--- config.mk ---
export PLATFORM = sky130hd
export DESIGN_NAME = ret_addr_stack
export DESIGN_NICKNAME = d
export VERILOG_FILES = /design/src/rtl/ras_pkg.sv /design/src/rtl/ras_rst_sync.sv /design/src/rtl/ras_ptr.sv /design/src/rtl/ras_store.sv /design/src/rtl/ret_addr_stack.sv
export SDC_FILE = /design/constraint.sdc
export NUM_CORES = 1
export LEC_CHECK = 0
export BUFFER_PORTS_ARGS = -buffer_cell sky130_fd_sc_hd__buf_2
export CAP_MARGIN = 5
export CORE_MARGIN = 2
export CORE_UTILIZATION = 38
export CTS_CLUSTER_DIAMETER = 60
export DETAILED_ROUTE_END_ITERATION = 7
export HOLD_SLACK_MARGIN = 0.05
export SLEW_MARGIN = 20
export SYNTH_ARGS = -nofsm -noshare
export SYNTH_HDL_FRONTEND = slang
export SYNTH_SLANG_ARGS = --single-unit
--- constraint.sdc ---
create_clock -name clk -period 2.15 [get_ports clk]
set_clock_uncertainty 0.15 [all_clocks]
set_input_delay 0.43 -clock clk [delete_from_list [all_inputs] [get_ports clk]]
set_output_delay 0.43 -clock clk [all_outputs]
set_load 0.01 [all_outputs]
--- src/rtl/ras_pkg.sv ---
package ras_pkg;

  localparam int RAS_DEPTH_DEF = 8;
  localparam int RAS_PC_W_DEF  = 13;

  typedef enum logic [1:0] {
    RAS_HOLD = 2'd0,
    RAS_PUSH = 2'd1,
    RAS_POP  = 2'd2
  } ras_op_e;

endpackage

--- src/rtl/ras_rst_sync.sv ---
module ras_rst_sync #(
  parameter int STAGES = 2
) (
  input  logic clk,
  input  logic rst_n,
  output logic rst_sync_n
);

  logic [STAGES-1:0] chain_q;
  logic [STAGES-1:0] chain_d;

  always_comb begin
    chain_d = {chain_q[STAGES-2:0], 1'b1};
  end

  always_ff @(posedge clk or negedge rst_n) begin
    if (!rst_n) begin
      chain_q <= '0;
    end else begin
      chain_q <= chain_d;
    end
  end

  assign rst_sync_n = chain_q[STAGES-1];

endmodule

--- src/rtl/ras_ptr.sv ---
module ras_ptr
  import ras_pkg::*;
#(
  parameter int DEPTH = RAS_DEPTH_DEF,
  localparam int PW   = $clog2(DEPTH)
) (
  input  logic          clk,
  input  logic          rst_n,
  input  ras_op_e       op,
  output logic [PW-1:0] wr_idx,
  output logic [PW-1:0] top_idx
);

  logic [PW-1:0] ptr_q;
  logic [PW-1:0] ptr_d;
  logic          ptr_en;

  // next-state: modulo counter, natural binary wrap
  always_comb begin
    ptr_d  = ptr_q;
    ptr_en = 1'b0;
    case (op)
      RAS_PUSH: begin
        ptr_d  = ptr_q + PW'(1);
        ptr_en = 1'b1;
      end
      RAS_POP: begin
        ptr_d  = ptr_q - PW'(1);
        ptr_en = 1'b1;
      end
      default: begin
        ptr_d  = ptr_q;
        ptr_en = 1'b0;
      end
    endcase
  end

  always_ff @(posedge clk or negedge rst_n) begin
    if (!rst_n) begin
      ptr_q <= '0;
    end else if (ptr_en) begin
      ptr_q <= ptr_d;
    end
  end

  assign wr_idx  = ptr_q;
  assign top_idx = ptr_q - PW'(1);

endmodule

--- src/rtl/ras_store.sv ---
module ras_store #(
  parameter int DEPTH = 8,
  parameter int PC_W  = 13,
  localparam int PW   = $clog2(DEPTH)
) (
  input  logic            clk,
  input  logic            wr_en,
  input  logic [PW-1:0]   wr_idx,
  input  logic [PC_W-1:0] wr_data,
  input  logic [PW-1:0]   rd_idx,
  output logic [PC_W-1:0] rd_data
);

  logic [PC_W-1:0] slot_q [DEPTH];

  // one register per slot, no reset: contents survive a pointer reset
  for (genvar g = 0; g < DEPTH; g++) begin : g_slot
    logic slot_en;
    assign slot_en = wr_en && (wr_idx == PW'(g));

    always_ff @(posedge clk) begin
      if (slot_en) begin
        slot_q[g] <= wr_data;
      end
    end
  end

  always_comb begin
    rd_data = '0;
    for (int i = 0; i < DEPTH; i++) begin
      if (rd_idx == PW'(i)) begin
        rd_data = slot_q[i];
      end
    end
  end

endmodule

--- src/rtl/ret_addr_stack.sv ---
module ret_addr_stack
  import ras_pkg::*;
#(
  parameter int DEPTH = RAS_DEPTH_DEF,
  parameter int PC_W  = RAS_PC_W_DEF,
  localparam int PW   = $clog2(DEPTH)
) (
  input  logic            clk,
  input  logic            rst_n,
  input  logic            push_i,
  input  logic            pop_i,
  input  logic [PC_W-1:0] push_pc_i,
  output logic [PC_W-1:0] top_pc_o
);

  logic          rst_sync_n;
  ras_op_e       op;
  logic [PW-1:0] wr_idx;
  logic [PW-1:0] top_idx;
  logic          wr_en;

  ras_rst_sync #(.STAGES(2)) u_rst_sync (
    .clk        (clk),
    .rst_n      (rst_n),
    .rst_sync_n (rst_sync_n)
  );

  // push outranks pop when both strobes arrive together
  always_comb begin
    if (push_i) begin
      op = RAS_PUSH;
    end else if (pop_i) begin
      op = RAS_POP;
    end else begin
      op = RAS_HOLD;
    end
  end

  assign wr_en = (op == RAS_PUSH);

  ras_ptr #(.DEPTH(DEPTH)) u_ptr (
    .clk     (clk),
    .rst_n   (rst_sync_n),
    .op      (op),
    .wr_idx  (wr_idx),
    .top_idx (top_idx)
  );

  ras_store #(.DEPTH(DEPTH), .PC_W(PC_W)) u_store (
    .clk     (clk),
    .wr_en   (wr_en),
    .wr_idx  (wr_idx),
    .wr_data (push_pc_i),
    .rd_idx  (top_idx),
    .rd_data (top_pc_o)
  );

endmodule

==> results.ini, run 1 <==
[finish]
postLayoutCoreUtil=0.5000
drive_above_1_share=0.4125
nNetsFinal=403
fillers=957
n_antenna_cell=0
final_area_um2=5981
area_growth_pct=28.56
stdcell_count=530

[clock_network]
cts.clk_slew.worst_paths_ns=0.07
cts_tree=done
clock_latency_ns=0.34
cts-buffers-inserted=9
cts_sinks=109
htree_num_levels=3
ctsLongestPathBuffers=2
cts_root_buf=clkbuf_16

[power_and_ir_drop]
power_density_nw_per_um2=1747
ir_drop_mv=0.7696
p_leak_uw=0.002169

[detailed_routing]
wl_per_cell_um=19.37
vias_per_cell=5.306
routed_wl_um=10270
route.detailed.drc=0
drt_first_pass_iters=4
drtAntennaViolNets=0
via_count=2812
drt_iter0_markers=138

[floorplan]
num_io_pins=30
initial_core_util=0.3889
fp.dieArea_um2=13140
dieHeight_um=114.6
core_area_um2=11960
num_rows=40
die_w_um=114.6

[logic_synthesis]
synth_top_flop_cell=edfxtp_1
synthTopCellsByArea=edfxtp_1 67%, clkbuf_8 3.6%, a221oi_2 2.9%
synth_area_um2=4652
yosys.area.top_type=edfxtp_1
ys_warn_count=0
synth_area_per_cell_um2=16.04
syn-instance-count=290
synth.most_common_cell=edfxtp_1
ys_seq_elements=109
syn_nets=315
async_flop_share=0.04587
ys_seq_area_frac=0.6982
synth.distinct_cells=36
synth_edf_count=104
netlist.area_leader.share=0.6713
synth_commonest_cells=104 x edfxtp_1, 18 x a21oi_1, 16 x inv_1, 16 x nor2_1, 13 x nand2_1

[flow_run]
cap_viol_max_count=0

[run_status]
violations=negative setup slack
status=complete, but fails checks

[setup_path]
startpoint_type=register
cp.arrival_ns=2.16
crit_type=reg2out
cp.required_ns=1.57
worstSetupEndpointType=primary output
cp_max_fo=8

[timing]
rsz0062_at_grt=true
setup_viol=13
drv_slew=0
fin_crit_ns=2.745
setup_ws_ns=-0.5949
fmax_mhz=364.3
finalHoldViolations=0
post-route-period-util=1.277

[place]
dp_slack_ns=-0.2489
post_dp_cell_area_um2=5313
dp.cells=500
dp_hpwl_um=6534
portBuffers=29
gp_routability_congestion=0.7907

[global_routing]
antenna_found_initial=0
grt_max_degree=26
grt_pass1_wl_um=15390
grt_pass1_vias=2822
grt_use_total=0.1603
grt_overflow=0

[worst_hold_path]
hp-class=in2reg

## registers in the layout, summed over array words and instances (netlist names)
signal,flops
u_ptr.wr_idx,3
u_rst_sync.chain_q,2
u_store.slot_q,104
## cell families after synthesis
group | synth area share
buffers and inverters | 0.06670
AND/OR/NAND/NOR | 0.04626
other | 0.0008061
XOR/XNOR | 0.01318
AO/OA/AOI/OAI | 0.1533
flip-flops | 0.6982
adder cells (fa/ha/maj) | 0.02152
## stage by stage
step	total power (uW)	TNS (ns)	hold slack [ns]
2_1_floorplan	5962	-1.074	-0.1236
3_3_place_gp	7539	-2.095	-0.1083
3_5_place_dp	7604	-2.658	-0.1079
4_1_cts	9853	-7.487	0.2005
5_1_grt	11020	-8.400	0.2005
6_report	10450	-7.161	0.2069
## final timing paths
| kind | from | end | slack [ns] | cells past startpoint |
|---|---|---|---|---|
| max in group asynchronous | u_rst_sync.chain_q[1] | u_ptr.wr_idx[0] | 1.27 | 1 |
| min in group asynchronous | rst_n | u_rst_sync.chain_q[0] | 0.24 | 2 |
| setup reg to reg | u_ptr.wr_idx[1] | u_store.slot_q[0][3] | 0.13 | 8 |
| hold reg to reg | u_rst_sync.chain_q[0] | u_rst_sync.chain_q[1] | 0.21 | 0 |
| hold / removal | push_pc_i[11] | u_store.slot_q[0][11] | 0.21 | 1 |
| setup / recovery | u_ptr.wr_idx[0] | top_pc_o[1] | -0.59 | 7 |
## critical path: stages, from the launching register on
cell	delay, ns
dfrtp_2	0.42
inv_4	0.07
ha_4	0.19
buf_4	0.17
a221o_2	0.41
a221oi_4	0.29
o32ai_4	0.12
buf_2	0.16
## per-layer routing
metal,vias to the layer above,GRT usage,share of wire
li1,1323,-,-
met1,1404,0.2139,0.45
met2,72,0.2611,0.49
met3,13,0.03441,0.049
met4,0,0.05366,0.014
met5,-,0,0
## placed cells by master, fill, tap and decap left out, types with 3 or more instances in the layout
cell type and n:
edfxtp_1 104, buf_4 56, buf_2 29, a21oi_1 18
nor2_1 15, inv_1 14, nand2_1 13, a221o_1 10
a221oi_2 10, a22oi_1 10, clkbuf_16 10, o32ai_2 7
buf_6 7, a211oi_1 6, nor2b_1 4, a211oi_2 4
o32ai_4 4, and2_1 4, ha_4 4, ha_1 4
buf_12 4, a221oi_4 3, and3_1 3, bufinv_16 3
dfrtp_1 3
## final cells by class
class | count | area [um^2] | share of cell area
clock inverter | 7 | 113.9 | 0.01904
timing repair buffer | 99 | 769.5 | 0.1287
clock buffer | 9 | 225.2 | 0.03766
sequential | 109 | 3251 | 0.5435
multi-input combinational | 143 | 1375 | 0.2299
inverter | 16 | 62.56 | 0.01046
tap | 147 | 183.9 | 0.03075
## report_power, final
group / switching (uW) / leakage [uW] / total [uW] / internal, uW
Clock: 717 / 0.000161 / 1850 / 1130
Sequential: 122 / 0.00100 / 2780 / 2650
Combinational: 2930 / 0.00101 / 5820 / 2900
## timing repair
item                       CTS  global route
setup endpoints to repair   13            26
pin swaps                    4            10
gates cloned                 0             3
hold buffers                 2             0
setup buffers                1             8
hold endpoints to repair     5             0
gates resized for setup     17            17
(Power assumes the default switching activity.)
==> inputs of run 2 (changes only) <==
--- a/config.mk
+++ b/config.mk
@@ -11,6 +11,7 @@
 export CORE_UTILIZATION = 38
 export CTS_CLUSTER_DIAMETER = 60
 export DETAILED_ROUTE_END_ITERATION = 7
+export GPL_TIMING_DRIVEN = 0
 export HOLD_SLACK_MARGIN = 0.05
 export SLEW_MARGIN = 20
 export SYNTH_ARGS = -nofsm -noshare
==> run 2 against run 1 <==
  * The run still ends with negative setup slack left
  * Global-route usage up 1.8 points
  * Hold slack lost 0.016 ns
  * Sequential share of layout area grew 1.5 points
  * First-iteration DRC count grew 52%
  * Critical path depth unchanged
  * Total power decreased by 4.3%
  * Clock power is 4% lower
  * Cell count fell by 5.1%
  * Final area down 2.7%
  * Fmax fell by 1.2%
  * Critical endpoint is now top_pc_o[3]
  * Largest cell class unchanged
==> results.ini, run 2 (synthesis results as in run 1) <==
[run_status]
status=complete, but fails checks
violations=negative setup slack

[finish]
largest_register=u_store.slot_q
layout_common_cells=104 x edfxtp_1, 29 x buf_2, 16 x buf_4, 16 x a21oi_1
drive_above_1_share=0.3933  ; -0.01927
n_antenna_cell=0  ; unchanged
largest_register_ffs=104  ; unchanged
area_growth_pct=25.12
nNetsFinal=376  ; -6.7%
layout_commonest_cell=edfxtp_1
postLayoutCoreUtil=0.4866  ; -0.01339

[power_and_ir_drop]
ir_drop_mv=0.7175  ; -6.8%
clockPowerShare=0.178  ; about the same
power.internal_uw=6287  ; -5.9%
p_sw_frac=0.3713  ; +0.01086
p_leak_uw=0.002052  ; -5.4%
power_density_nw_per_um2=1718  ; -1.6%
combPwrFrac=0.546  ; -0.011
seq_power_share=0.275  ; +0.009
power.switching_uw=3713  ; -1.4%

[detailed_routing]
route.detailed.drc=0  ; unchanged
wl_per_cell_um=21.75  ; +12%
drt_first_pass_iters=4  ; unchanged
routed_wl_um=10940  ; +6.6%
via_count=2757  ; -2.0%
vias_per_cell=5.481  ; +3.3%
drt_iter0_markers=210  ; +52%
drtAntennaViolNets=0  ; unchanged

[setup_path]
slowest_delay_ns=0.44  ; +0.02 ns
regToRegEndpoint=u_store.slot_q[0][0]
r2r-start=u_ptr.wr_idx[0]
startpoint_type=register
cp_cell_sequence=buf_6 -> ha_4 -> buf_4 -> a221o_1 -> a221oi_2 -> o32ai_2 -> buf_2
worstSetupEndpointType=primary output
cp_num_buf_inv=3  ; unchanged
crit_type=reg2out
cpMaxStageDelayCell=dfrtp_2
cp.required_ns=1.57  ; about the same
rrSetupSlack_ns=0.06  ; -0.07 ns
cp.arrival_ns=2.20  ; +0.04 ns
startpoint=u_ptr.wr_idx[1]
cp_max_fo=4  ; -4
crit_family=compound AO/OA/AOI/OAI gates
r2r_cells=6  ; -2

[timing]
setup_ws_ns=-0.6269  ; -0.03194 ns
fin_tns_setup_ns=-7.184  ; -0.02364 ns
timing.hold.ws_ns=0.1912  ; -0.01573 ns
drv_slew=0  ; unchanged
fmax_mhz=360.1  ; -1.2%
setup_viol=13  ; unchanged
rsz0062_at_grt=true
finalHoldViolations=0  ; unchanged
post-route-period-util=1.292  ; +0.01486
fin_crit_ns=2.777  ; +0.03194 ns

[floorplan]
num_io_pins=30  ; unchanged
initial_core_util=0.3889  ; unchanged
dieHeight_um=114.6  ; unchanged
die_w_um=114.6  ; unchanged
core_area_um2=11960  ; unchanged
num_rows=40  ; unchanged
fp.dieArea_um2=13140  ; unchanged

[place]
portBuffers=29  ; unchanged
gp_routability_congestion=0.7620  ; -3.6%
dp_hpwl_um=6312  ; -3.4%

[clock_network]
htree_num_levels=3  ; unchanged
cts-buffers-inserted=9  ; unchanged
cts.clk_slew.worst_paths_ns=0.07  ; about the same
cts_root_buf=clkbuf_16
cts_sinks=109  ; unchanged
cts_tree=done
ctsLongestPathBuffers=2  ; unchanged
clock_latency_ns=0.35  ; about the same

[flow_run]
cap_viol_max_count=0  ; unchanged

[global_routing]
grt_max_degree=18  ; -31%
grt_pass1_wl_um=16660  ; +8.2%
grt_pass1_vias=2819  ; -0.11%
grt_overflow=0  ; unchanged
grt_use_total=0.1786  ; +0.01836
antenna_found_initial=0  ; unchanged

[worst_hold_path]
hp-class=in2reg
hold-path-cell-count=1  ; unchanged
worstHoldEndpoint=u_store.slot_q[0][16]
worstHoldStart=push_pc_i[3]

-- run 2: cell count changes in the layout (fill, tap and decap cells not counted), sizes merged --
cell	before	now
nor2b	6	5
clkbuf	10	20
and3	3	4
bufinv	3	2
buf	96	60
-- run 2: cell type report --
type / count / area [um^2]
multi-input combinational: 143 / 1335
sequential: 109 / 3251
buffer: 21 / 300.3
clock buffer: 10 / 239.0
fill: 1014 / 6141
tap: 147 / 183.9
inverter: 16 / 65.06
clock inverter: 6 / 86.33
timing repair buffer: 51 / 360.3
-- run 2: stage by stage --
step                      power [uW]  setup WS [ns]  area [um^2]  cells
after floorplan                 5962       -0.09739         4757    290
after global placement          7272        -0.4893         5086    466
after detailed placement        7321        -0.5116         5086    466
after CTS                       9912        -0.6298         5757    502
after global routing           10530        -0.6793         5821    503
final                          10000        -0.6269         5821    503
-- run 2: worst max-delay path by stage --
stage	slack [ns]	end	cells after the start
6_report	-0.63	top_pc_o[3]	7
5_1_grt	-0.68	top_pc_o[3]	7
4_1_cts	-0.63	top_pc_o[3]	8
3_5_place_dp	-0.51	top_pc_o[9]	7
3_3_place_gp	-0.49	top_pc_o[12]	7
2_1_floorplan	-0.1	top_pc_o[10]	8
-- run 2: worst reg2reg max path, delay by kind of cell, from the launching register on --
kind                     cells  cell delay [ns]
adder cells (fa/ha/maj)      1             0.20
AND/OR/NAND/NOR              1             0.31
flip-flops                   1             0.45
buffers and inverters        4             0.66
-- run 2: routing by layer --
| metal | share of wire | track usage | vias to the layer above |
|---|---|---|---|
| met1 | 0.46 | 0.2462 | 1401 |
| met3 | 0.045 | 0.02276 | 18 |
| met2 | 0.48 | 0.2868 | 76 |
| met5 | 0 | 0 | - |
| met4 | 0.024 | 0.07480 | 0 |
| li1 | - | - | 1262 |
-- run 2: repair_timing --
| item | 4_1_cts | 5_1_grt |
|---|---|---|
| gates resized for setup | 46 | 19 |
| hold buffers | 2 | 0 |
| setup endpoints to repair | 91 | 45 |
| pin swaps | 23 | 16 |
| gates cloned | 4 | 0 |
| hold endpoints to repair | 5 | 0 |
| setup buffers | 16 | 1 |
-- run 2: power by group through the flow --
| stage | sequential [uW] | combinational, uW | clock (uW) |
|---|---|---|---|
| after floorplan | 2780 | 3190 | 0 |
| after global placement | 2790 | 4480 | 0 |
| after detailed placement | 2800 | 4520 | 0 |
| after CTS | 2750 | 5360 | 1800 |
| after global routing | 2780 | 5870 | 1880 |
| final | 2750 | 5460 | 1780 |
